$ cat config.mk
export PLATFORM = sky130hd
export DESIGN_NAME = tile_bg_render
export DESIGN_NICKNAME = d
export VERILOG_FILES = /design/src/rtl/tile_bg_render.sv
export SDC_FILE = /design/constraint.sdc
export NUM_CORES = 1
export LEC_CHECK = 0
export ABC_AREA = 1
export BUFFER_PORTS_ARGS = -buffer_cell sky130_fd_sc_hd__buf_2
export CORE_AREA = 2 2 133 135
export CTS_CLUSTER_DIAMETER = 50
export DETAILED_ROUTE_END_ITERATION = 10
export DIE_AREA = 0 0 135 137
export PLACE_DENSITY = 0.51
export SETUP_SLACK_MARGIN = 0.02
export SLEW_MARGIN = 20
export SYNTH_ARGS = -nofsm -noshare
export SYNTH_HDL_FRONTEND = slang
export SYNTH_SLANG_ARGS = --single-unit
export TNS_END_PERCENT = 10
$ cat constraint.sdc
create_clock -name clk -period 6.08 [get_ports clk]
set_input_delay 0.304 -clock clk [delete_from_list [all_inputs] [get_ports clk]]
set_output_delay 0.304 -clock clk [all_outputs]
set_load 0.01 [all_outputs]
$ cat src/rtl/tile_bg_render.sv
module tile_bg_render (
  input  logic        clk,
  input  logic        rst_n,
  input  logic        start,
  input  logic [7:0]  map_reg,
  input  logic [7:0]  chr_reg,
  input  logic        chr_sel,
  output logic        vram_rd,
  output logic [15:0] vram_addr,
  input  logic [7:0]  vram_data,
  output logic        pal_rd,
  output logic [8:0]  pal_addr,
  input  logic [14:0] pal_data,
  output logic        pix_valid,
  output logic [7:0]  pix_x,
  output logic [7:0]  pix_y,
  output logic [14:0] pix_color,
  output logic        busy,
  output logic        done
);
  localparam logic [4:0] LAST_COL  = 5'd31;
  localparam logic [7:0] LAST_LINE = 8'd223;
  localparam logic [2:0] LAST_SLOT = 3'd7;

  logic        run, fetch_on, act_vld, r_last;
  logic [2:0]  slot;
  logic [4:0]  fcol, ocol;
  logic [7:0]  fline, oline;
  logic [15:0] tbase, cbase;
  logic [7:0]  lo_r, sp0, sp1, ap0, ap1;
  logic [9:0]  idx_r;
  logic [2:0]  pal_r, apal;

  wire [15:0] entry_a  = tbase + {5'b0, fline[7:3], fcol, 1'b0};
  wire [9:0]  idx_now  = (slot == 3'd2) ? {vram_data[1:0], lo_r} : idx_r;
  wire [15:0] row_a    = cbase + {2'b0, idx_now, 4'b0} + {12'b0, fline[2:0], 1'b0};
  wire        last_tile = (fcol == LAST_COL) && (fline == LAST_LINE);
  wire [2:0]  bsel     = ~slot;
  wire [1:0]  cidx     = {ap1[bsel], ap0[bsel]};

  assign vram_rd = run && fetch_on && !slot[2];
  always_comb begin
    case (slot)
      3'd0:    vram_addr = entry_a;
      3'd1:    vram_addr = entry_a + 16'd1;
      3'd2:    vram_addr = row_a;
      default: vram_addr = row_a + 16'd1;
    endcase
  end

  assign pal_rd    = act_vld;
  assign pal_addr  = {3'b0, apal, cidx, 1'b0};
  assign pix_color = pix_valid ? pal_data : '0;

  always_ff @(posedge clk) begin
    if (!rst_n) begin
      run <= 1'b0; fetch_on <= 1'b0; act_vld <= 1'b0; r_last <= 1'b0;
      busy <= 1'b0; done <= 1'b0; pix_valid <= 1'b0;
      pix_x <= '0; pix_y <= '0; slot <= '0;
      fcol <= '0; fline <= '0; ocol <= '0; oline <= '0;
      tbase <= '0; cbase <= '0;
      lo_r <= '0; sp0 <= '0; sp1 <= '0; ap0 <= '0; ap1 <= '0;
      idx_r <= '0; pal_r <= '0; apal <= '0;
    end else begin
      done      <= r_last;
      r_last    <= act_vld && (slot == LAST_SLOT) && !fetch_on;
      pix_valid <= act_vld;
      pix_x     <= {ocol, slot};
      pix_y     <= oline;
      if (r_last) busy <= 1'b0;
      if (!busy && start) begin
        busy     <= 1'b1;
        run      <= 1'b1;
        fetch_on <= 1'b1;
        act_vld  <= 1'b0;
        slot     <= '0;
        fcol     <= '0;
        fline    <= '0;
        tbase    <= {map_reg[6:2], 11'b0};
        cbase    <= {(chr_sel ? chr_reg[7:4] : chr_reg[3:0]), 12'b0};
      end else if (run) begin
        slot <= slot + 3'd1;
        case (slot)
          3'd1: lo_r <= vram_data;
          3'd2: begin
            idx_r <= {vram_data[1:0], lo_r};
            pal_r <= vram_data[4:2];
          end
          3'd3: sp0 <= vram_data;
          3'd4: sp1 <= vram_data;
          default: ;
        endcase
        if (slot == LAST_SLOT) begin
          if (fetch_on) begin
            ap0     <= sp0;
            ap1     <= sp1;
            apal    <= pal_r;
            act_vld <= 1'b1;
            ocol    <= fcol;
            oline   <= fline;
            if (last_tile) begin
              fetch_on <= 1'b0;
            end else if (fcol == LAST_COL) begin
              fcol  <= '0;
              fline <= fline + 8'd1;
            end else begin
              fcol <= fcol + 5'd1;
            end
          end else begin
            act_vld <= 1'b0;
            run     <= 1'b0;
          end
        end
      end
    end
  end


  raster_step_chk: assert property (@(posedge clk) disable iff (!rst_n)
    (pix_valid && $past(pix_valid) && pix_x != 8'd0) |-> pix_x == $past(pix_x) + 8'd1);

  line_step_chk: assert property (@(posedge clk) disable iff (!rst_n)
    (pix_valid && $past(pix_valid) && pix_x == 8'd0) |-> pix_y == $past(pix_y) + 8'd1);

  origin_first_chk: assert property (@(posedge clk) disable iff (!rst_n)
    $rose(pix_valid) |-> (pix_x == 8'd0 && pix_y == 8'd0));

  done_pulse_chk: assert property (@(posedge clk) disable iff (!rst_n)
    done |=> !done);

  done_after_last_chk: assert property (@(posedge clk) disable iff (!rst_n)
    done |-> ($past(pix_valid) && $past(pix_x) == 8'd255 && $past(pix_y) == 8'd223 && !busy));

  rd_in_frame_chk: assert property (@(posedge clk) disable iff (!rst_n)
    (vram_rd || pal_rd) |-> busy);

  base_hold_chk: assert property (@(posedge clk) disable iff (!rst_n)
    (busy && start) |=> ($stable(tbase) && $stable(cbase)));
endmodule

==> flow_metrics.env, run 1 <==
export IMPL_tightest_slew_ns=0.903
export IMPL_path_class="flip-flop to output port"
export IMPL_final_cell_area_sq_um=6260
export IMPL_ant_nets=0
export IMPL_antennaDiodeCount=0
export IMPL_io_pin_count=104
export IMPL_cts_buffer_depth=2
export IMPL_crit_arrival_ns=3.78
export IMPL_finClkSkew_ns=0.00724
export IMPL_dieArea_sq_um=18500
export IMPL_drcViolationCount=0
export IMPL_r2r_end="ocol[4]"
export IMPL_crit_family="buffers and inverters"
export IMPL_synth_common_cells="dfxtp_1, nand2_1, inv_1"
export IMPL_synth_compound_gate_area_share=0.185
export IMPL_async_flop_share=0
export IMPL_synth_top_family_by_area="simple AND/OR/NAND/NOR gates"
export IMPL_fin_cells=969
export IMPL_rsz0062_at_grt="no"
export IMPL_drive_gt1_frac=0.216
export IMPL_crit_top_cell="nand2_1"
export IMPL_dpl_cell_count=937
export IMPL_start_util=0.294
export IMPL_grt_first_pass_wirelength_um=20700
export IMPL_hold_viol_final=0
export IMPL_final_nets=786
export IMPL_synth_cells=643
export IMPL_slew_viol_final=0
export IMPL_clock_sinks=117
export IMPL_r2r_cells=8
export IMPL_status="finished, final reports clean"
export IMPL_yosys_warnings=0
export IMPL_worstPathMaxFanout=15
export IMPL_setup_tns_ns=0
export IMPL_whs_endpoint="tbase[11]"
export IMPL_globalplace_congestion=0.794
export IMPL_hold_start="map_reg[2]"
export IMPL_yosysSeqAreaShare=0.467
export IMPL_drtIter0Drc=228
export IMPL_area_delta_synth_final_pct=25.0
export IMPL_ys_ff_latch=117
export IMPL_yosysMostFrequentCell="dfxtp_1"
export IMPL_grt_max_degree=69
export IMPL_min_period_ns=4.08
export IMPL_cts_tree="yes"
export IMPL_dieWidth_um=135
export IMPL_hp_class="primary input to flip-flop"
export IMPL_ir_drop_mv=0.139
export IMPL_route_vias_total=4343
export IMPL_worstSetupEndpointType="output port"
export IMPL_leakagePower_nw=2.96
export IMPL_post_cts_resized=0
export IMPL_die_height_um=137
export IMPL_clk_latency_ns=0.41
export IMPL_cts_root_buf="clkbuf_16"
export IMPL_reg2reg_slack_ns=3.49
export IMPL_synth_edf_count=0
export IMPL_maxCapViolations=0
export IMPL_worstHoldPathCells=3
export IMPL_h_tree_depth=4
export IMPL_max_stage_delay_ns=0.59
export IMPL_fin_crit_sh=0.672
export IMPL_postPlaceCellArea_sq_um=5610
export IMPL_syn_area_sq_um=5010
export IMPL_rr_startpoint="slot[0]"
export IMPL_wl_um=12800
export IMPL_yosysTopAreaCell="dfxtp_1"
export IMPL_synth_fa_ha_area_frac=0.0315
export IMPL_antenna_found_initial=0
export IMPL_synth_xor_area_frac=0.00699
export IMPL_viasPerCell=4.48
export IMPL_track_usage=0.143
export IMPL_synth_area_leaders="dfxtp_1, nand2_1, o21ai_0"
export IMPL_cts_buffers=17
export IMPL_syn_area_per_cell_sq_um=7.79
export IMPL_yosysTopAreaCellShare=0.467
export IMPL_port_buffers=96
export IMPL_yosys_area_share_simple=0.206
export IMPL_setup_violations=0
export IMPL_crit_slowest_cell="dfxtp_1"
export IMPL_ys_types=37
export IMPL_final_setup_worst_slack_ns=2.00
export IMPL_critPathRequiredTime_ns=5.78
export IMPL_grt_pass1_vias=4117
export IMPL_synth_main_ff_cell="dfxtp_1"
export IMPL_cts_setup_buffers=0
export IMPL_cp_start_kind="flip-flop"
export IMPL_yosys_mux_area_fraction=0
export IMPL_fmax_mhz=245
export IMPL_rows=48
export IMPL_fp_coreArea_sq_um=17100
export IMPL_dp_hpwl_um=8790
export IMPL_overflow=0
export IMPL_cp_cell_sequence="clkinv_1 > ha_1 > nand2_1 > inv_1 > nand2_1 > nand2_1 > ha_1 > inv_1 > fa_1 > o22ai_1 > buf_2"
export IMPL_dr_pass1_iters=4
export IMPL_power_density_nw_per_um2=314
export IMPL_cts_hold_buf=0
export IMPL_crit_buf_inv=4
export IMPL_dp_slack_ns=2.38
export IMPL_fin_hold_ws_ns=0.122
export IMPL_clk_pin_slew_ns=0.06
export IMPL_wire_per_inst_um=13.3
export IMPL_max_slew_margin=0.397
worst max path at each step:
stage                  from             to  cells after the start
floorplan           slot[0]  vram_addr[14]                     11
finish              slot[0]  vram_addr[13]                     11
global placement    slot[0]  vram_addr[13]                     11
global route        slot[0]  vram_addr[13]                     11
CTS                 slot[0]  vram_addr[13]                     11
detailed placement  slot[0]  vram_addr[13]                     11
where the power goes:
part	total (W)	internal [W]	leakage, nW	switching [W]
logic	0.0000928	0.0000304	1.69	0.0000624
clock network	0.00109	0.000749	0.322	0.000341
registers	0.000784	0.000777	0.945	0.00000705
total	0.00197	0.00156	2.96	0.000410
through the flow:
stage / power, W / utilization
2_1_floorplan: 0.000857 / -
6_report: 0.00197 / 0.367
3_3_place_gp: 0.000893 / 0.329
3_5_place_dp: 0.000893 / 0.329
5_1_grt: 0.00203 / 0.367
4_1_cts: 0.00199 / 0.367
cells in the final DEF, fill, tap and decap left out, types with 2 or more instances in the layout:
cell type	n
xor2_1	4
clkbuf_8	6
buf_4	2
o21ai_0	64
a22oi_2	10
a21oi_1	48
a31oi_1	3
nor2_4	4
buf_2	96
dfxtp_1	117
o211ai_1	8
clkinv_2	3
nor2_1	72
clkbuf_16	17
bufinv_16	4
o32ai_1	2
o21ai_2	3
ha_1	11
inv_1	79
o22ai_1	10
inv_2	3
nand2_2	3
nand3_1	32
o31ai_1	2
nor2_8	2
nor2_2	3
conb_1	4
a22oi_1	3
nor3_1	4
clkinv_1	2
nand2_1	114
flip-flops by register name, indices dropped and copies added (netlist names):
register and count:
ap0 8, ap1 8, apal 3, busy 1, cbase 4, done 1
fcol 5, fetch_on 1, fline 8, idx_r 10, lo_r 8, ocol 5
oline 8, pal_r 3, pal_rd 1, pix_valid 1, pix_x 8, pix_y 8
r_last 1, run 1, slot 3, sp0 8, sp1 8, tbase 5
tightest hold or removal path, stage by stage:
cell and delay, ns:
buf_2 0.07, nand3_1 0.06, o21ai_0 0.06
layout make-up:
type / count / area (sq um)
multi-input combinational: 412 / 2170
timing repair buffer: 98 / 495
clock inverter: 8 / 143
fill: 1842 / 10800
clock buffer: 24 / 512
inverter: 85 / 322
sequential: 117 / 2340
tap: 225 / 282
per-layer routing:
layer	vias up	wire length, um	global-route usage
li1	2260	-	-
met1	1952	6210	0.186
met2	125	5870	0.234
met3	6	657	0.0289
met4	0	101	0.0532
met5	-	0	0
cells by family after synthesis:
| family | after synthesis |
|---|---|
| and+or+nand+nor | 237 |
| adders and majority gates | 12 |
| xor gates and xnor gates | 4 |
| other | 1 |
| DFF | 117 |
| AOI/OAI and AO/OA | 155 |
| buffers and inverters | 117 |
Power figures use the tool's default switching activity.
==> inputs of run 2 (changes only) <==
--- a/config.mk
+++ b/config.mk
@@ -11,7 +11,7 @@
 export CTS_CLUSTER_DIAMETER = 50
 export DETAILED_ROUTE_END_ITERATION = 10
 export DIE_AREA = 0 0 135 137
-export PLACE_DENSITY = 0.51
+export PLACE_DENSITY = 0.53
 export SETUP_SLACK_MARGIN = 0.02
 export SLEW_MARGIN = 20
 export SYNTH_ARGS = -nofsm -noshare
==> constraint.sdc (replaced) <==
create_clock -name clk -period 3.7 [get_ports clk]
set_input_delay 0.185 -clock clk [delete_from_list [all_inputs] [get_ports clk]]
set_output_delay 0.185 -clock clk [all_outputs]
set_load 0.01 [all_outputs]
==> run 2 against run 1 <==
Compared with the run above:
- core utilization is 0.23 points higher
- first-iteration DRC count is 12% lower
- critical path depth stayed put
- largest cell class unchanged
- critical path type unchanged
- wire length is 1.9% higher
- highest routed layer unchanged
- largest power group unchanged
==> flow_metrics.env, run 2 (synthesis gave the netlist of run 1 again) <==
export IMPL_fin_util=0.369
export IMPL_r2r_end="oline[0]"
export IMPL_regMostFlops="idx_r"
export IMPL_path_class="flip-flop to output port"
export IMPL_status="finished, final reports clean"
export IMPL_postPlaceCellArea_sq_um=5650
export IMPL_dp_slack_ns=1.26
export IMPL_worstHoldPathCells=3
export IMPL_drtIter0Drc=200
export IMPL_clock_sinks=117
export IMPL_hold_start="map_reg[6]"
export IMPL_slew_viol_final=0
export IMPL_viasPerCell=4.54
export IMPL_fin_crit_sh=0.793
export IMPL_finClkSkew_ns=0.0124
export IMPL_whs_endpoint="tbase[15]"
export IMPL_maxCapViolations=0
export IMPL_mostFrequentLayoutCells="dfxtp_1, nand2_1, buf_2"
export IMPL_layout_commonest_cell="dfxtp_1"
export IMPL_clk_latency_ns=0.42
export IMPL_wire_per_inst_um=13.4
export IMPL_worstSetupEndpointType="output port"
export IMPL_power_density_nw_per_um2=505
export IMPL_hold_viol_final=0
export IMPL_ir_drop_mv=0.200
export IMPL_min_period_ns=2.93
export IMPL_r2r_cells=8
export IMPL_max_slew_margin=0.486
export IMPL_cts_buffers=17
export IMPL_rr_startpoint="slot[1]"
export IMPL_route_vias_total=4440
export IMPL_crit_arrival_ns=2.75
export IMPL_io_pin_count=104
export IMPL_cp_cell_sequence="clkinv_1 > ha_1 > nand2_1 > inv_1 > nand2_1 > nand2_1 > ha_1 > inv_1 > fa_1 > o22ai_1 > buf_2"
export IMPL_fmax_mhz=341
export IMPL_setup_violations=0
export IMPL_cts_tree="yes"
export IMPL_tightest_slew_ns=0.770
export IMPL_crit_slowest_cell="fa_1"
export IMPL_grt_max_degree=68
export IMPL_rsz0062_at_grt="no"
export IMPL_overflow=0
export IMPL_dp_hpwl_um=9010
export IMPL_grt_first_pass_wirelength_um=21100
export IMPL_dieWidth_um=135
export IMPL_cts_buffer_depth=2
export IMPL_final_cell_area_sq_um=6300
export IMPL_globalplace_congestion=0.770
export IMPL_final_nets=794
export IMPL_worstPathMaxFanout=11
export IMPL_wl_um=13100
export IMPL_antennaDiodeCount=0
export IMPL_fp_coreArea_sq_um=17100
export IMPL_h_tree_depth=4
export IMPL_area_delta_synth_final_pct=25.7
export IMPL_die_height_um=137
export IMPL_drive_gt1_frac=0.219
export IMPL_ant_nets=0
export IMPL_dr_pass1_iters=5
export IMPL_critPathRequiredTime_ns=3.51
export IMPL_hp_class="primary input to flip-flop"
export IMPL_rows=48
export IMPL_finalPower_w=0.00318
export IMPL_port_buffers=96
export IMPL_largest_reg_flops=10
export IMPL_multiInputGateArea_sq_um=2170
export IMPL_leakagePower_nw=2.97
export IMPL_dieArea_sq_um=18500
export IMPL_cts_root_buf="clkbuf_16"
export IMPL_reg2reg_slack_ns=1.41
export IMPL_clk_pin_slew_ns=0.05
export IMPL_crit_top_cell="nand2_1"
export IMPL_grt_pass1_vias=4217
export IMPL_cp_start_kind="flip-flop"
export IMPL_regArea_sq_um=2340
export IMPL_track_usage=0.148
export IMPL_cts_setup_buffers=0
export IMPL_fill_cells=1838
export IMPL_antenna_found_initial=0
export IMPL_final_setup_worst_slack_ns=0.768
export IMPL_setup_tns_ns=0
export IMPL_max_stage_delay_ns=0.40
export IMPL_start_util=0.294
export IMPL_drcViolationCount=0
[run 2: layout make-up]
type	instances	share of cell area
repair buffers	106	0.0894
inverters	85	0.0510
well taps	225	0.0447
clock inverters	12	0.0284
clock buffers	20	0.0709
flip-flops and latches	117	0.372
multi-input cells	412	0.344
[run 2: timing repair]
action / CTS / global route
hold buffers: 3 / 0
gates resized for setup: 0 / 0
hold endpoints to repair: 3 / 0
[run 2: power by group]
| group | internal, W | leakage [nW] | switching (W) |
|---|---|---|---|
| clock | 0.00114 | 0.296 | 0.000593 |
| combinational | 0.0000540 | 1.73 | 0.000106 |
| sequential | 0.00128 | 0.945 | 0.0000101 |
[run 2: metal layers]
metal  global-route usage  vias up  share of wire
met5                    0        -              0
met4               0.0521        0          0.015
met3               0.0419       12          0.052
met2                0.244      120           0.46
met1                0.185     2030           0.48
li1                     -     2278              -
[run 2: worst max-delay path by stage]
stage                     startpoint  cells past startpoint  slack (ns)            end
after global placement       slot[0]                     11        1.25  vram_addr[14]
after detailed placement     slot[0]                     11        1.26  vram_addr[13]
after floorplan              slot[0]                     11        1.28  vram_addr[14]
final                        slot[0]                     11        0.77  vram_addr[13]
after CTS                    slot[0]                     11        0.80  vram_addr[13]
after global routing         slot[0]                     11        0.59  vram_addr[14]
[run 2: critical path: cells and delay by family (launching register included)]
kind / cells / cell delay, ns
fa+ha+maj: 3 / 0.92
buf+inv: 4 / 0.60
flops: 1 / 0.33
simple gates: 3 / 0.32
compound gates: 1 / 0.17
[run 2: metrics by stage]
step	cells	hold slack [ns]
finish	977	0.0130
global route	977	0.0499
CTS	977	0.00675
detailed placement	942	0.419
global placement	942	0.421
floorplan	646	0.320
